$ cat src/rtl/sbus_ctrl_pkg.sv
package sbus_ctrl_pkg;
  localparam int REG_W   = 8;
  localparam int CNT_W   = 3;
  localparam int TOT_W   = CNT_W + 1;
  localparam int POS_EN  = 3;
  localparam int POS_FMT = 4;
  localparam int POS_A10 = 5;
  localparam int POS_RST = 6;
  localparam int POS_SMB = 7;

  typedef struct packed {
    logic             smbus;
    logic             addr10;
    logic             free_fmt;
    logic             enable;
    logic [CNT_W-1:0] bc;
  } cfg_t;
endpackage

$ cat src/rtl/sbus_cfg_fields.sv
module sbus_cfg_fields
  import sbus_ctrl_pkg::*;
(
  input  logic             clk,
  input  logic             rst_n,
  input  logic             wr_en,
  input  logic [REG_W-1:0] wr_data,
  input  logic             clr,
  output cfg_t             cfg
);
  cfg_t cfg_q, cfg_d;

  always_comb begin
    cfg_d = cfg_q;
    if (wr_en) begin
      cfg_d.enable   = wr_data[POS_EN];
      cfg_d.free_fmt = wr_data[POS_FMT];
      cfg_d.addr10   = wr_data[POS_A10];
      cfg_d.smbus    = wr_data[POS_SMB];
      cfg_d.bc       = wr_data[CNT_W-1:0];
    end
    if (clr) cfg_d.bc = '0;
  end

  always_ff @(posedge clk or negedge rst_n) begin
    if (!rst_n) cfg_q <= '0;
    else        cfg_q <= cfg_d;
  end

  assign cfg = cfg_q;
endmodule

$ cat src/rtl/sbus_bit_tracker.sv
module sbus_bit_tracker #(
  parameter int CW = 3
) (
  input  logic          clk,
  input  logic          rst_n,
  input  logic [CW-1:0] bc,
  input  logic          shift,
  input  logic          clr,
  output logic [CW:0]   total,
  output logic [CW:0]   left,
  output logic          done
);
  localparam logic [CW:0] FULL = (CW+1)'(1 << CW);

  logic [CW:0] cnt_q, cnt_d;

  assign total = FULL - {1'b0, bc};
  assign done  = (cnt_q >= total);
  assign left  = done ? '0 : (total - cnt_q);

  always_comb begin
    cnt_d = cnt_q;
    if (clr)                cnt_d = '0;
    else if (shift && !done) cnt_d = cnt_q + 1'b1;
  end

  always_ff @(posedge clk or negedge rst_n) begin
    if (!rst_n) cnt_q <= '0;
    else        cnt_q <= cnt_d;
  end
endmodule

$ cat src/rtl/sbus_rst_pulse.sv
module sbus_rst_pulse #(
  parameter int HALF_CYCLES = 5
) (
  input  logic clk,
  input  logic rst_n,
  input  logic trig,
  input  logic half_tick,
  output logic pulse
);
  localparam int HW = $clog2(HALF_CYCLES + 1);
  localparam logic [HW-1:0] LAST = HW'(HALF_CYCLES - 1);

  logic          busy_q, busy_d;
  logic [HW-1:0] hcnt_q, hcnt_d;

  always_comb begin
    busy_d = busy_q;
    hcnt_d = hcnt_q;
    if (!busy_q) begin
      if (trig) begin
        busy_d = 1'b1;
        hcnt_d = '0;
      end
    end else if (half_tick) begin
      if (hcnt_q == LAST) begin
        busy_d = 1'b0;
        hcnt_d = '0;
      end else begin
        hcnt_d = hcnt_q + 1'b1;
      end
    end
  end

  always_ff @(posedge clk or negedge rst_n) begin
    if (!rst_n) begin
      busy_q <= 1'b0;
      hcnt_q <= '0;
    end else begin
      busy_q <= busy_d;
      hcnt_q <= hcnt_d;
    end
  end

  assign pulse = busy_q;
endmodule

$ cat src/rtl/sbus_ctrl_reg.sv
module sbus_ctrl_reg
  import sbus_ctrl_pkg::*;
#(
  parameter int HALF_CYCLES = 5
) (
  input  logic             clk,
  input  logic             rst_n,
  input  logic             wr_en,
  input  logic [REG_W-1:0] wr_data,
  output logic [REG_W-1:0] rd_data,
  input  logic             half_tick,
  input  logic             bit_shift,
  input  logic             start_stop_det,
  input  logic             byte_done,
  output logic             if_enable,
  output logic             free_format,
  output logic             addr_10bit,
  output logic             smbus_levels,
  output logic [TOT_W-1:0] bits_total,
  output logic [TOT_W-1:0] bits_left,
  output logic             count_done,
  output logic             core_rst
);
  cfg_t cfg;
  logic clr;

  assign clr = start_stop_det | byte_done;

  sbus_cfg_fields u_fields (
    .clk(clk), .rst_n(rst_n), .wr_en(wr_en), .wr_data(wr_data),
    .clr(clr), .cfg(cfg)
  );

  sbus_bit_tracker #(.CW(CNT_W)) u_track (
    .clk(clk), .rst_n(rst_n), .bc(cfg.bc), .shift(bit_shift), .clr(clr),
    .total(bits_total), .left(bits_left), .done(count_done)
  );

  sbus_rst_pulse #(.HALF_CYCLES(HALF_CYCLES)) u_rst (
    .clk(clk), .rst_n(rst_n), .trig(wr_en & wr_data[POS_RST]),
    .half_tick(half_tick), .pulse(core_rst)
  );

  assign if_enable    = cfg.enable;
  assign free_format  = cfg.free_fmt;
  assign addr_10bit   = cfg.addr10;
  assign smbus_levels = cfg.smbus;

  always_comb begin
    rd_data            = '0;
    rd_data[CNT_W-1:0] = cfg.bc;
    rd_data[POS_EN]    = cfg.enable;
    rd_data[POS_FMT]   = cfg.free_fmt;
    rd_data[POS_A10]   = cfg.addr10;
    rd_data[POS_RST]   = core_rst;
    rd_data[POS_SMB]   = cfg.smbus;
  end
endmodule

$ cat config.mk
export PLATFORM = sky130hd
export DESIGN_NAME = sbus_ctrl_reg
export DESIGN_NICKNAME = d
export VERILOG_FILES = /design/src/rtl/sbus_ctrl_pkg.sv /design/src/rtl/sbus_cfg_fields.sv /design/src/rtl/sbus_bit_tracker.sv /design/src/rtl/sbus_rst_pulse.sv /design/src/rtl/sbus_ctrl_reg.sv
export SDC_FILE = /design/constraint.sdc
export NUM_CORES = 1
export LEC_CHECK = 0
export CORE_UTILIZATION = 38
export DETAILED_ROUTE_END_ITERATION = 6
export HOLD_SLACK_MARGIN = 0.08
export PLACE_DENSITY_LB_ADDON = 0.08
export SLEW_MARGIN = 40
export SYNTH_ARGS = -nofsm -noshare
export SYNTH_HDL_FRONTEND = slang
export SYNTH_SLANG_ARGS = --single-unit
$ cat constraint.sdc
create_clock -name clk -period 2.4 [get_ports clk]
set_input_delay 0.6 -clock clk [delete_from_list [all_inputs] [get_ports clk]]
set_output_delay 0.6 -clock clk [all_outputs]
set_load 0.02 [all_outputs]
After elaboration in Yosys (flattened, before gate mapping)
Cells that the tools add are included.

Eq/ne operators: 2. Magnitude comparators: 1. $add $sub $neg: 4. Mux-type cells: 13. Bitwise operators: 2. Multiply operators: 0. Reduce and logical (&&, ||, !) cells: 6. Shifts and indexed selects: 0. Divide/modulo/power cells: 0.

Operators with widths (count): 2-to-1 mux 3 bit (6); 2-to-1 mux 4 bit (3); nonzero test 2 bit (3); adder 4 x 1 -> 4 bit, second input constant (1); greater-or-equal comparator 4 bit (1); 2-to-1 mux 1 bit (4); subtractor 4 x 3 -> 4 bit, first input constant (1); subtractor 4 bit (1); adder 3 x 1 -> 3 bit, second input constant (1); equality test 3 bit, second input constant (1); inequality test 2 bit, second input constant (1); AND reduction 2 bit (1); AND 1 bit (1); logical AND 1 bit (1); logical NOT 1 bit (1); bitwise OR 1 bit (1).

Output and inout port bits: 22. Bits in registers: 15. Memories kept: 0. Logic and storage cells: 36. Bits in read-only memories: 0. Memory bits (writable): 0. Bits in latches: 0. Input bits: 15.

Logic depth before layout (Yosys ltp)
Depth after elaboration: 6. Mapped depth: 9. Depth with buffers taken out: 9.

By module
Synthesis repeated with hierarchy kept, for this count alone.

Cell total of the unflattened synthesis: 96. Area total of the unflattened synthesis: 997.2 µm².

By module, submodules not included: sbus_bit_tracker (cells each 51, instances 1, seq. area each 100.1 µm², area an instance 442.9 µm²); sbus_cfg_fields (cells each 18, instances 1, seq. area each 175.2 µm², area an instance 287.8 µm²); sbus_rst_pulse (cells each 20, instances 1, seq. area each 100.1 µm², area an instance 216.5 µm²); sbus_ctrl_reg (cells each 7, instances 1, seq. area each 0.0 µm², area an instance 50.0 µm²).

Least setup slack after synthesis
No wires, ideal clock.

Path kind: register to output. Start point: register u_fields.cfg_q (netlist bit u_fields.cfg[0]). End point: output port bits_left[2]. Arrival time: 2.499 ns. Cell stages (with the launch flop): 9. Path slack: -0.699 ns. Buffers on the path: 0. Required time: 1.800 ns. Path through: dfrtp_1 -> inv_1 -> ha_1 -> inv_1 -> fa_1 -> and2b_4 -> o221a_4 -> inv_4 -> nor3_1.

Cells in the longest elaborated chain, start to end: 3. Elaborated cells between the ends (all ways): 4. Those cells by class: add/sub (2); order compare (1); mux (1).

RTL lines: from (decl) (line sbus_cfg_fields.sv:11) `cfg_t cfg_q, cfg_d;`; from (signal assigned) (line sbus_cfg_fields.sv:27) `else cfg_q <= cfg_d;`; subtractor 4 x 3 -> 4 bit (line sbus_bit_tracker.sv:17) `assign total = FULL - {1'b0, bc};`; named net bits_total[1] (line sbus_ctrl_reg.sv:19) `output logic [TOT_W-1:0] bits_total,`; greater-or-equal comparator 4 bit (line sbus_bit_tracker.sv:18) `assign done = (cnt_q >= total);`; named net count_done (line sbus_ctrl_reg.sv:21) `output logic count_done,`; 2-to-1 mux 4 bit (line sbus_bit_tracker.sv:19) `assign left = done ? '0 : (total - cnt_q);`; to (decl) (line sbus_ctrl_reg.sv:20) `output logic [TOT_W-1:0] bits_left,`.

The timed path passes the listed nets, and every way through them passes these cells.

Final worst setup path
Start point: register u_fields.cfg_q (netlist bit u_fields.cfg[0]). End point: output port bits_left[2].

Cells in the longest elaborated chain, start to end: 3. Elaborated cells between the ends (all ways): 4. Those cells by class: add/sub (2); order compare (1); mux (1).

RTL lines (line): subtractor 4 x 3 -> 4 bit * (sbus_bit_tracker.sv:17); subtractor 4 bit / greater-or-equal comparator 4 bit (equally long branches) (sbus_bit_tracker.sv:19, sbus_bit_tracker.sv:18); 2-to-1 mux 4 bit * (sbus_bit_tracker.sv:19).

Mark *: on every way between the ends. The rest lies on a longest branch, timed or not.

==> flow_summary.json <==
{
  "tightest_slew_ns": 0.662,
  "swShare": 0.365,
  "slew_headroom": 0.557,
  "synth_cells": 97,
  "rows": 17,
  "arrival_ns": 2.12,
  "area_growth_pct": 58.6,
  "cp-startpoint": "u_fields.cfg[0]$_DFFE_PN0P_",
  "cts-buffers-inserted": 3,
  "synth_top_cells_by_count": "dfrtp_1 (15), inv_1 (9), ha_1 (8), o21ai_0 (8)",
  "clockBufferDepth": 2,
  "internal_power_mw": 0.572,
  "drc": 0,
  "grt_first_pass_wirelength_mm": 3.51,
  "first_pass_iters": 4,
  "ios": 37,
  "nFillCells": 192,
  "place_inst": 167,
  "pwr-share-clk": 0.161,
  "path_clk_slew_ns": 0.09,
  "combPwrFrac": 0.471,
  "hold_ws_ns": 0.519,
  "fin_skew_ns": 0.00243,
  "placed_cell_area_um2": 1470,
  "clock_latency_ns": 0.28,
  "path_max_fanout": 5,
  "htreeDepth": 1,
  "critical_path.most_common_cell": "inv_2",
  "finalHoldViolCount": 0,
  "dp_hpwl_mm": 1.77,
  "synth_top_area_share": 0.395,
  "crit_slowest_cell": "dfrtp_2",
  "core-area_um2": 2280,
  "cts_sinks": 15,
  "slew_viol_final": 0,
  "synth.area.top_cells": "dfrtp_1 (40%), ha_1 (11%), buf_4 (4.7%), mux2_2 (4.7%), o21ai_0 (4.2%)",
  "antenna_found_initial": 0,
  "syn_area_um2": 950,
  "initial_core_util": 0.417,
  "max_freq_mhz": 367,
  "antenna_left": 0,
  "n_antenna_cell": 0,
  "synth_top_area_cell": "dfrtp_1",
  "power.density_nw_per_um2": 598,
  "cts_tree": "built",
  "grt_start_max_net_pins": 16,
  "die-height_um": 52.0,
  "design_area_um2": 1510,
  "globalplace.congestion": 0.864,
  "maxCapViolCount": 0,
  "seqPwrFrac": 0.368,
  "port_buffers": 36,
  "fin_ws_ns": -0.324,
  "required_ns": 1.80,
  "synth_cell_types": 30,
  "hold_class": "reg2reg",
  "synth-main-ff-cell": "dfrtp_1",
  "async_reset_ff_frac": 1.00,
  "p_leak_nw": 0.649,
  "yosysSeqAreaShare": 0.395,
  "drt_iter0_markers": 8,
  "drive_above_1_share": 0.329,
  "ys_seq_elements": 15,
  "yosys_warnings": 0,
  "wl_per_cell_um": 12.7,
  "reg2reg_from": "u_fields.cfg[0]$_DFFE_PN0P_",
  "synth.most_common_cell": "dfrtp_1",
  "dieArea_um2": 2700,
  "criticalPathCategory": "reg2out",
  "grt_pass1_vias": 819,
  "vdd_ir_drop_max_mv": 0.623,
  "setup_viol": 5,
  "period_needed_ns": 2.72,
  "power_switching_mw": 0.328,
  "vias": 890,
  "timing.final.crit_share": 1.14,
  "critPathLaunchType": "register",
  "violations": "negative setup slack",
  "path_cells": "inv_2 > ha_4 > inv_2 > fa_2 > and2b_4 > o221a_4 > inv_8 > nor3_4 > buf_6",
  "grt_usage": 0.180,
  "cp-end-kind": "primary output",
  "synth_edf_count": 0,
  "dieWidth_um": 52.0,
  "cts-root-buf": "clkbuf_4",
  "syn-num-nets": 121,
  "syn_avg_cell_area_um2": 9.79,
  "vias_per_cell": 5.20,
  "status": "finished with violations",
  "worstHoldStart": "u_rst.hcnt_q[0]$_DFFE_PN0P_",
  "overflow": 0,
  "fin_cells": 171,
  "slowest_delay_ns": 0.38,
  "drt-total-wl_mm": 2.17,
  "rsz0062_at_grt": "yes",
  "nets": 168
}
metrics by stage:
| step | TNS, ns | worst slack (ns) | util | total power [mW] |
|---|---|---|---|---|
| 3_3_place_gp | -1.86 | -0.409 | 0.645 | 0.744 |
| 2_1_floorplan | -0.353 | -0.147 | - | 0.592 |
| 5_1_grt | -1.73 | -0.394 | 0.662 | 0.962 |
| 3_5_place_dp | -2.07 | -0.474 | 0.645 | 0.758 |
| 4_1_cts | -1.37 | -0.331 | 0.660 | 0.909 |
| 6_report | -1.31 | -0.324 | 0.662 | 0.900 |
power groups by stage:
stage | registers [mW] | clock network, mW | logic (mW)
floorplan | 0.349 | 0 | 0.242
global placement | 0.334 | 0 | 0.411
detailed placement | 0.336 | 0 | 0.421
CTS | 0.331 | 0.153 | 0.425
global route | 0.339 | 0.162 | 0.461
finish | 0.331 | 0.145 | 0.424
logic make-up after synthesis:
| family | after synthesis | share of synthesized area |
|---|---|---|
| flip-flops | 15 | 0.395 |
| adder cells (fa/ha/maj) | 9 | 0.126 |
| XOR/XNOR | 2 | 0.0184 |
| buffers and inverters | 18 | 0.0975 |
| AND/OR/NAND/NOR | 25 | 0.137 |
| AO/OA/AOI/OAI | 21 | 0.146 |
| multiplexers | 7 | 0.0790 |
flip-flops by register name (all words and copies together) (netlist names):
name           flops
u_rst.pulse        1
u_track.cnt_q      4
u_fields.cfg       7
u_rst.hcnt_q       3
critical path: cells and delay by family (launching register included):
kind,cells,cell delay (ns)
buffers and inverters,4,0.27
AO/OA/AOI/OAI,1,0.22
flip-flops,1,0.38
AND/OR/NAND/NOR,2,0.38
adder cells (fa/ha/maj),2,0.58
placed cells by master, fill, tap and decap left out, types with 2 or more instances in the layout:
master / instances
a22o_1: 2
clkbuf_4: 3
nand3_1: 3
a21oi_1: 6
inv_2: 3
buf_6: 4
buf_4: 14
clkdlybuf4s50_1: 30
nand4_1: 2
nor2_1: 3
nand2_1: 5
dfrtp_1: 13
ha_4: 2
o21ai_0: 7
nor2_2: 2
mux2_2: 4
mux2i_1: 3
ha_1: 6
inv_1: 6
dfrtp_2: 2
cell type report:
cell class	count	area, um2	share of cell area
clock buffer	3	22.5	0.0150
clock inverter	1	5.00	0.00332
inverter	10	45.0	0.0299
multi-input combinational	64	557	0.370
sequential	15	378	0.251
tap	28	35.0	0.0233
timing repair buffer	50	464	0.308
what timing repair did:
item / CTS / global route
hold buffers: 0 / 0
gates resized for setup: 29 / 2
buffers inserted: 0 / 0
endpoints found under the setup margin: 6 / 6
pin swaps: 0 / 2
worst paths after layout:
kind / slack [ns] / cells past startpoint / endpoint
min in group asynchronous: 0.71 / 1 / u_fields.cfg[2]$_DFFE_PN0P_
hold / removal: 0.52 / 1 / u_rst.hcnt_q[0]$_DFFE_PN0P_
max in group asynchronous: 1.23 / 1 / u_fields.cfg[1]$_DFFE_PN0P_
setup / recovery: -0.32 / 9 / bits_left[2]
hold reg to reg: 0.52 / 1 / u_rst.hcnt_q[0]$_DFFE_PN0P_
setup reg to reg: 0.03 / 10 / u_track.cnt_q[3]$_DFFE_PN0P_
routing by layer:
| layer | share of wire | global-route usage |
|---|---|---|
| met5 | 0 | 0 |
| met4 | 0 | 0.0270 |
| met3 | 0.075 | 0.0526 |
| met2 | 0.49 | 0.316 |
| met1 | 0.43 | 0.218 |
No activity file was read; power rests on OpenSTA's default activity.
